===== src/rtl/serial_cfg_pkg.sv =====
package serial_cfg_pkg;

  localparam int CAP_W  = 2;
  localparam int AUX_W  = 2;
  localparam int ODC_W  = 3;
  localparam int FB_W   = 9;
  localparam int REF_W  = 7;
  localparam int ODV_W  = 4;
  localparam int WORD_W = CAP_W + 1 + AUX_W + ODC_W + FB_W + REF_W;

  localparam int FB_MIN = 4;

  typedef struct packed {
    logic [CAP_W-1:0] cap;
    logic             duty;
    logic [AUX_W-1:0] aux;
    logic [ODC_W-1:0] odc;
    logic [FB_W-1:0]  fb;
    logic [REF_W-1:0] rf;
  } cfg_word_t;

  localparam logic [WORD_W-1:0] CFG_DEFAULT = 24'h230406;

  function automatic logic [ODV_W-1:0] od_factor(input logic [ODC_W-1:0] code);
    logic [ODV_W-1:0] f;
    case (code)
      3'd0:    f = 4'd10;
      3'd1:    f = 4'd2;
      3'd2:    f = 4'd8;
      3'd3:    f = 4'd4;
      3'd4:    f = 4'd5;
      3'd5:    f = 4'd7;
      3'd6:    f = 4'd3;
      default: f = 4'd6;
    endcase
    return f;
  endfunction

endpackage


===== src/rtl/serial_cfg_sync.sv =====
module serial_cfg_sync #(
  parameter int STAGES = 2,
  parameter int BITS   = 3
) (
  input  logic            clk,
  input  logic            rst_n,
  input  logic [BITS-1:0] d_in,
  output logic [BITS-1:0] d_out
);

  genvar b;
  generate
    for (b = 0; b < BITS; b++) begin : g_bit
      logic [STAGES-1:0] chain_q;
      logic [STAGES-1:0] chain_d;

      always_comb begin
        chain_d = {chain_q[STAGES-2:0], d_in[b]};
      end

      always_ff @(posedge clk or negedge rst_n) begin
        if (!rst_n) chain_q <= '0;
        else        chain_q <= chain_d;
      end

      assign d_out[b] = chain_q[STAGES-1];
    end
  endgenerate

endmodule


===== src/rtl/serial_cfg_shift.sv =====
module serial_cfg_shift
  import serial_cfg_pkg::*;
#(
  parameter int CNT_W = $clog2(WORD_W) + 1
) (
  input  logic              clk,
  input  logic              rst_n,
  input  logic              sclk_s,
  input  logic              data_s,
  input  logic              strb_s,
  output logic [WORD_W-1:0] shift_q,
  output logic              sclk_rise,
  output logic              strb_rise,
  output logic              short_q
);

  localparam logic [CNT_W-1:0] CNT_MAX  = '1;
  localparam logic [CNT_W-1:0] CNT_FULL = CNT_W'(WORD_W);

  logic              sclk_d1_q;
  logic              strb_d1_q;
  logic [CNT_W-1:0]  cnt_q, cnt_d;
  logic [WORD_W-1:0] shift_d;
  logic              short_d;
  logic              cnt_en;

  assign sclk_rise = sclk_s & ~sclk_d1_q;
  assign strb_rise = strb_s & ~strb_d1_q;

  always_comb begin
    shift_d = shift_q;
    if (sclk_rise) shift_d = {shift_q[WORD_W-2:0], data_s};
  end

  always_comb begin
    cnt_en  = strb_rise | (sclk_rise & (cnt_q != CNT_MAX));
    cnt_d   = cnt_q;
    short_d = short_q;
    if (strb_rise) begin
      short_d = (cnt_q != CNT_FULL);
      cnt_d   = '0;
    end else if (sclk_rise && cnt_q != CNT_MAX) begin
      cnt_d = cnt_q + 1'b1;
    end
  end

  always_ff @(posedge clk or negedge rst_n) begin
    if (!rst_n) begin
      sclk_d1_q <= 1'b0;
      strb_d1_q <= 1'b0;
    end else begin
      sclk_d1_q <= sclk_s;
      strb_d1_q <= strb_s;
    end
  end

  always_ff @(posedge clk or negedge rst_n) begin
    if (!rst_n)         shift_q <= CFG_DEFAULT;
    else if (sclk_rise) shift_q <= shift_d;
  end

  always_ff @(posedge clk or negedge rst_n) begin
    if (!rst_n)      cnt_q <= '0;
    else if (cnt_en) cnt_q <= cnt_d;
  end

  always_ff @(posedge clk or negedge rst_n) begin
    if (!rst_n)         short_q <= 1'b0;
    else if (strb_rise) short_q <= short_d;
  end

endmodule


===== src/rtl/serial_cfg_latch.sv =====
module serial_cfg_latch
  import serial_cfg_pkg::*;
(
  input  logic              clk,
  input  logic              rst_n,
  input  logic              strb_s,
  input  logic [WORD_W-1:0] shift_q,
  output cfg_word_t         hold_q
);

  cfg_word_t hold_d;

  always_comb begin
    hold_d = hold_q;
    if (strb_s) hold_d = cfg_word_t'(shift_q);
  end

  always_ff @(posedge clk or negedge rst_n) begin
    if (!rst_n)      hold_q <= cfg_word_t'(CFG_DEFAULT);
    else if (strb_s) hold_q <= hold_d;
  end

endmodule


===== src/rtl/serial_cfg_decode.sv =====
module serial_cfg_decode
  import serial_cfg_pkg::*;
(
  input  cfg_word_t         word,
  output logic [CAP_W-1:0]  cap_sel,
  output logic              duty_mode,
  output logic [AUX_W-1:0]  aux_sel,
  output logic [ODC_W-1:0]  odiv_code,
  output logic [ODV_W-1:0]  odiv_value,
  output logic [FB_W-1:0]   fb_word,
  output logic [REF_W-1:0]  ref_word,
  output logic              fb_illegal,
  output logic              pll_bypass
);

  always_comb begin
    cap_sel    = word.cap;
    duty_mode  = word.duty;
    aux_sel    = word.aux;
    odiv_code  = word.odc;
    odiv_value = od_factor(word.odc);
    fb_word    = word.fb;
    ref_word   = word.rf;
    fb_illegal = (word.fb < FB_W'(FB_MIN));
    pll_bypass = (word.rf == '0);
  end

endmodule


===== src/rtl/serial_cfg_rx.sv =====
module serial_cfg_rx
  import serial_cfg_pkg::*;
#(
  parameter int SYNC_STAGES = 2
) (
  input  logic             clk,
  input  logic             rst_n,
  input  logic             ser_clk,
  input  logic             ser_data,
  input  logic             ser_load,
  output logic [1:0]       cap_sel,
  output logic             duty_mode,
  output logic [1:0]       aux_sel,
  output logic [2:0]       odiv_code,
  output logic [3:0]       odiv_value,
  output logic [8:0]       fb_word,
  output logic [6:0]       ref_word,
  output logic             fb_illegal,
  output logic             pll_bypass,
  output logic             load_short
);

  logic [2:0]        raw_in;
  logic [2:0]        sync_out;
  logic              sclk_s, data_s, strb_s;
  logic [WORD_W-1:0] shift_q;
  logic              sclk_rise, strb_rise;
  cfg_word_t         hold_q;

  assign raw_in = {ser_load, ser_data, ser_clk};
  assign sclk_s = sync_out[0];
  assign data_s = sync_out[1];
  assign strb_s = sync_out[2];

  serial_cfg_sync #(.STAGES(SYNC_STAGES), .BITS(3)) u_sync (
    .clk   (clk),
    .rst_n (rst_n),
    .d_in  (raw_in),
    .d_out (sync_out)
  );

  serial_cfg_shift u_shift (
    .clk       (clk),
    .rst_n     (rst_n),
    .sclk_s    (sclk_s),
    .data_s    (data_s),
    .strb_s    (strb_s),
    .shift_q   (shift_q),
    .sclk_rise (sclk_rise),
    .strb_rise (strb_rise),
    .short_q   (load_short)
  );

  serial_cfg_latch u_latch (
    .clk     (clk),
    .rst_n   (rst_n),
    .strb_s  (strb_s),
    .shift_q (shift_q),
    .hold_q  (hold_q)
  );

  serial_cfg_decode u_dec (
    .word       (hold_q),
    .cap_sel    (cap_sel),
    .duty_mode  (duty_mode),
    .aux_sel    (aux_sel),
    .odiv_code  (odiv_code),
    .odiv_value (odiv_value),
    .fb_word    (fb_word),
    .ref_word   (ref_word),
    .fb_illegal (fb_illegal),
    .pll_bypass (pll_bypass)
  );

endmodule


===== config.mk =====
export PLATFORM = sky130hd
export DESIGN_NAME = serial_cfg_rx
export DESIGN_NICKNAME = d
export VERILOG_FILES = /design/src/rtl/serial_cfg_pkg.sv /design/src/rtl/serial_cfg_sync.sv /design/src/rtl/serial_cfg_shift.sv /design/src/rtl/serial_cfg_latch.sv /design/src/rtl/serial_cfg_decode.sv /design/src/rtl/serial_cfg_rx.sv
export SDC_FILE = /design/constraint.sdc
export NUM_CORES = 1
export LEC_CHECK = 0
export BUFFER_PORTS_ARGS = -buffer_cell sky130_fd_sc_hd__clkbuf_2
export CAP_MARGIN = 20
export CELL_PAD_IN_SITES_DETAIL_PLACEMENT = 1
export CELL_PAD_IN_SITES_GLOBAL_PLACEMENT = 2
export CORE_MARGIN = 2
export CORE_UTILIZATION = 39
export CTS_BUF_LIST = sky130_fd_sc_hd__clkbuf_8
export CTS_CLUSTER_SIZE = 28
export DETAILED_ROUTE_END_ITERATION = 10
export HOLD_SLACK_MARGIN = 0.06
export PLACE_DENSITY_LB_ADDON = 0.1
export SYNTH_ARGS = -nofsm -noshare
export SYNTH_HDL_FRONTEND = slang
export SYNTH_SLANG_ARGS = --single-unit

===== constraint.sdc =====
create_clock -name clk -period 1.85 [get_ports clk]
set_clock_uncertainty 0.2 [all_clocks]
set_input_delay 0.37 -clock clk [delete_from_list [all_inputs] [get_ports clk]]
set_output_delay 0.37 -clock clk [all_outputs]
set_load 0.01 [all_outputs]

==> Yosys cells after proc, flatten, opt, wreduce, memory -nomap -nowiden <==
Index checks and enable logic that the tools add are counted.
{ "classes": {"n_bitwise": 6, "eq_ne": 8, "addsub": 1, "n_reduce_logical": 5, "muxes": 3, "order_cmp": 1} }
{ "op_table": {"columns": ["op", "count"], "rows": [
  ["4-bit one-hot mux with 7 select lines", 1],
  ["6-bit 2-to-1 mux", 2],
  ["3-bit == test (second input constant)", 3],
  ["9-bit by 3-bit less-than comparator with 1-bit output (second input constant)", 1],
  ["7-bit logical NOT", 1],
  ["6-bit by 1-bit adder with 6-bit output (second input constant)", 1],
  ["3-bit by 2-bit == test with 1-bit output (second input constant)", 2],
  ["6-bit by 5-bit inequality test with 1-bit output (second input constant)", 1],
  ["6-bit inequality test (second input constant)", 1],
  ["1-bit AND", 3],
  ["3-bit by 1-bit == test with 1-bit output (second input constant)", 1],
  ["3-bit logical NOT", 1],
  ["1-bit NOT", 2],
  ["2-bit AND reduction", 1],
  ["2-bit nonzero test", 1],
  ["1-bit logical AND", 1],
  ["1-bit OR", 1]
]} }
{ "totals": {"reg_bits": 63, "inputBits": 5} }

==> Longest topological paths before layout <==
{ "depth": {"depth_word": 5, "depth_mapped": 5} }

==> Modules after synthesis <==
Synthesis repeated with hierarchy kept, for this count alone.
{ "unflattened": {"hier_cells": 185, "hier_area_um2": 2772.7} }
{ "by_module_without_submodules": {"columns": ["mod", "seq_area_each_um2", "instances", "area_each_um2", "cells_each"], "rows": [
  ["serial_cfg_shift", 833.3, 1, 1331.3, 92],
  ["serial_cfg_latch", 608.1, 1, 1004.7, 51],
  ["serial_cfg_decode", 0.0, 1, 264.0, 33],
  ["serial_cfg_sync", 150.1, 1, 172.7, 9]
]} }

==> Worst setup path after synthesis <==
No wires, ideal clock.
{ "synth_path": {"kind": "register to output", "start": "register u_latch.hold_q[12] (netlist name)", "end": "output fb_illegal", "slack_ns": 0.005, "path_buffers": 0, "stages_incl_launch_ff": 3, "arrival_time_ns": 1.275, "required_ns": 1.280, "path_cell_list": "dfrtp_1 -> or4_1 -> nor4_1"} }
{ "synth_between": {"elab_chain_len": 1} }
{ "synth_rtl": {"columns": ["element", "line_no", "rtl"], "rows": [
  ["9-bit by 3-bit less-than comparator with 1-bit output", "serial_cfg_decode.sv:24", "fb_illegal = (word.fb < FB_W'(FB_MIN));"],
  ["to (decl)", "serial_cfg_rx.sv:18", "output logic fb_illegal,"]
]} }
Every way passes these cells.

==> Worst setup path after layout <==
{ "layout_path": {"start": "register u_latch.hold_q[12] (netlist name)", "end": "output fb_illegal"} }
{ "layout_between": {"elab_chain_len": 1} }
{ "layout_rtl": {"columns": ["element", "line_no"], "rows": [
  ["9-bit by 3-bit less-than comparator with 1-bit output", "serial_cfg_decode.sv:24"]
]} }
Every way passes these cells.

==> key figures <==
Run status
  – Status: finished with violations
  – Violated checks: negative setup slack

Timing
  – Headroom to the max-slew limit: 0.719
  – Max Slew Vio Count: 0
  – Setup violators final: 4
  – RSZ-0062 raised after global routing: true
  – Hold_ws: ~0.15 ns
  – Peak Freq: between 400 and 500 MHz
  – Final hold violation count: 0
  – Post-layout minimum cycle time: between 2 and 2.5 ns
  – Tcrit/Tclk final: 1.15
  – Final worst slack: -0.285 ns
  – Slew @ Worst Pin: between 0.4 and 0.5 ns

Synth
  – Synthesized area per cell: approximately 12 um2
  – Post-Syn Nets: ~220
  – Synthesis Warnings: 0
  – Post-synthesis mux area share: 0.121
  – Netlist cell types: 32
  – Simple-gate portion of the synthesized area: 0.169
  – Synth Area in XOR/XNOR: 0
  – Combinational family with the most area after synthesis: simple AND/OR/NAND/NOR gates
  – Seq cells post-synth: 63
  – Synth Area in Adders: 0.0100
  – Post-synthesis sequential area ratio: 0.638
  – Synth area leaders: dfrtp_1 (51%), dfstp_2 (13%), nand2_1 (12%)
  – Area leader, netlist: dfrtp_1
  – Yosys top cell area share: 0.511
  – Post-synthesis compound-gate area fraction: 0.0366
  – Mapped Cells: 215
  – Mapped Area: about 0.0025 mm2

Global route
  – Initial antenna violation count: 0
  – All-Layer GR Usage: 0.156
  – Largest net degree at the start of global routing: 35
  – Grt ovf: 0
  – First-pass GRT wire length: 8540 um
  – Vias in the first global route: between 1,500 and 2,000

Placement
  – Placed instance area: 0.00280 mm2
  – Gpl congestion: 0.760
  – I/O Buffers: 35
  – DP HPWL: about 3400 um
  – Post-place setup slack: between 0.02 and 0.025 ns

Route
  – Post-detailed-route via-to-cell ratio: around 5
  – DR iter-0 viols: 46
  – DR WL/cell: 14.1 um
  – Total Wirelength: 4930 um
  – Routed vias: ~1,700
  – Post-route ant nets: 0
  – Drt drc: 0
  – Drt pass-1 iters: 4

Cells and area
  – Final core occ: 0.495
  – Multi-input gate area: between 800 and 900 um2
  – Most common library cell in the layout ignoring fill and taps: nand2_1
  – Area Overhead vs Synth: 24.6%
  – Most frequent cells in the layout: nand2_1 (79), dfrtp_1 (51), clkbuf_2 (30), mux2_2 (24), dfstp_2 (12)
  – Layout cells sized above 1: 0.385
  – Seq. cell area: between 0.0015 and 0.002 mm2
  – Final net count: approximately 280
  – FILL cells: around 680
  – ANT cells: 0
  – Design area: just over 0.003 mm2

Power and ir drop
  – LEAKAGE: around 0.0016 uW
  – Pwr dens: between 1000 and 1500 mW/mm2
  – Gate power share: 0.151
  – P_int: ~2500 uW
  – Sw power: between 800 and 900 uW
  – Sequential power share: 0.500
  – Largest vdd supply drop: between 0.5 and 0.6 mV
  – Switching Fraction: 0.261
  – Clock power share: 0.349

Floorplan
  – Die area: 0.00706 mm2
  – Core box area: 0.00628 mm2
  – Initial Util: 0.398
  – Die extent in y: 84 um
  – IO Pins: 36
  – Die Wd: about 84 um
  – FP Rows: 29

Setup path
  – Crit path capture type: output pin
  – CP Max Fanout: 2
  – Critical path class: reg2out
  – CP required: 1.28 ns
  – Startpoint class of the critical path: flop
  – CP Data Arrival Time: 1.56 ns

CTS
  – Root Driver: clkbuf_8
  – H-tree depth: 3
  – Skew-Pair Late Insertion Delay: between 0.3 and 0.4 ns
  – Num Clock Sinks: between 60 and 70
  – Clock tree buffer depth: 2
  – CTS tree: yes
  – Reg clk slew, reported paths: 0.07 ns
  – CTS buffer count: 9

Flow run
  – Max-Cap Viols: 0

Hold path
  – Hold/Removal Path Class: reg2reg
[layout make-up]
cell class | count | area share
timing repair buffer | 51 | 0.107
inverter | 3 | 0.00362
tap | 77 | 0.0310
clock inverter | 5 | 0.0161
clock buffer | 11 | 0.0487
sequential | 63 | 0.512
multi-input combinational | 140 | 0.282
[routing by layer]
metal / GRT usage / vias to the layer above / wire, um
li1: - / 821 / -
met1: 0.197 / 850 / 2380
met2: 0.244 / 34 / 2280
met3: 0.0514 / 9 / 183
met4: 0.0660 / 0 / 80
met5: 0 / - / 0
[stage by stage]
step / total power, uW / std cells / setup TNS (ns)
after global routing: 3590 / 350 / -0.898
after floorplan: 1950 / 215 / 0
after detailed placement: 2190 / 328 / 0
after global placement: 2170 / 328 / 0
after CTS: 3410 / 350 / -0.768
final: 3390 / 350 / -0.591
[logic make-up after synthesis]
family	after synthesis
buf+inv	12
flops	63
mux	27
compound gates	13
fa+ha+maj	2
simple gates	98
[cell usage after synthesis]
master,count
a2111oi_0,1
a211oi_1,1
a21boi_0,1
a21oi_1,2
a311oi_1,1
a31oi_1,1
and3_1,1
and4_1,1
buf_2,4
buf_6,2
clkbuf_1,3
dfrtp_1,51
dfstp_2,12
ha_1,2
inv_1,3
mux2_2,25
mux2i_1,2
nand2_1,79
nand2b_1,2
nand3_1,2
nor2_1,2
nor2b_1,1
nor2b_4,1
nor3_1,2
nor4_1,2
nor4b_1,1
o2111a_1,1
o211ai_1,1
o21ai_0,3
o31a_1,1
or3_1,1
or4_1,3
[repair_timing]
action / CTS / global route
pin swaps: 0 / 1
buffers inserted: 2 / 0
endpoints found under the hold margin: 16 / 0
hold buffers: 4 / 0
resized for setup: 4 / 12
setup endpoints to repair: 3 / 5
[worst paths after layout]
check,slack (ns),start,to,cells past startpoint
worst max-delay path,-0.28,u_latch.hold_q[12],fb_illegal,3
worst min-delay path,0.15,u_sync.g_bit[2].chain_q[0],u_sync.g_bit[2].chain_q[1],0
worst max register to register,0.23,u_shift.cnt_q[0],u_shift.cnt_q[3],4
worst min register to register,0.15,u_sync.g_bit[2].chain_q[0],u_sync.g_bit[2].chain_q[1],0
max in group asynchronous,0.54,rst_n,u_shift.shift_q[1],3
min in group asynchronous,0.29,rst_n,u_latch.hold_q[18],2
[power by group through the flow]
stage	combinational (uW)	sequential, uW	clock, uW
2_1_floorplan	238	1720	0
3_3_place_gp	465	1710	0
5_1_grt	574	1720	1300
3_5_place_dp	470	1710	0
6_report	512	1690	1180
4_1_cts	484	1690	1230
[registers in the layout (all words and copies together) (netlist names)]
name and count:
u_latch.hold_q 24, u_shift.cnt_q 6, u_shift.sclk_d1_q 1, u_shift.shift_q 24, u_shift.short_q 1, u_shift.strb_d1_q 1
u_sync.g_bit.chain_q 6
[critical path: stages (launching register included)]
cell and delay (ns):
dfrtp_1 0.39, or4_4 0.55, nor4_4 0.13, buf_2 0.16
No activity file was read; power rests on OpenSTA's default activity.
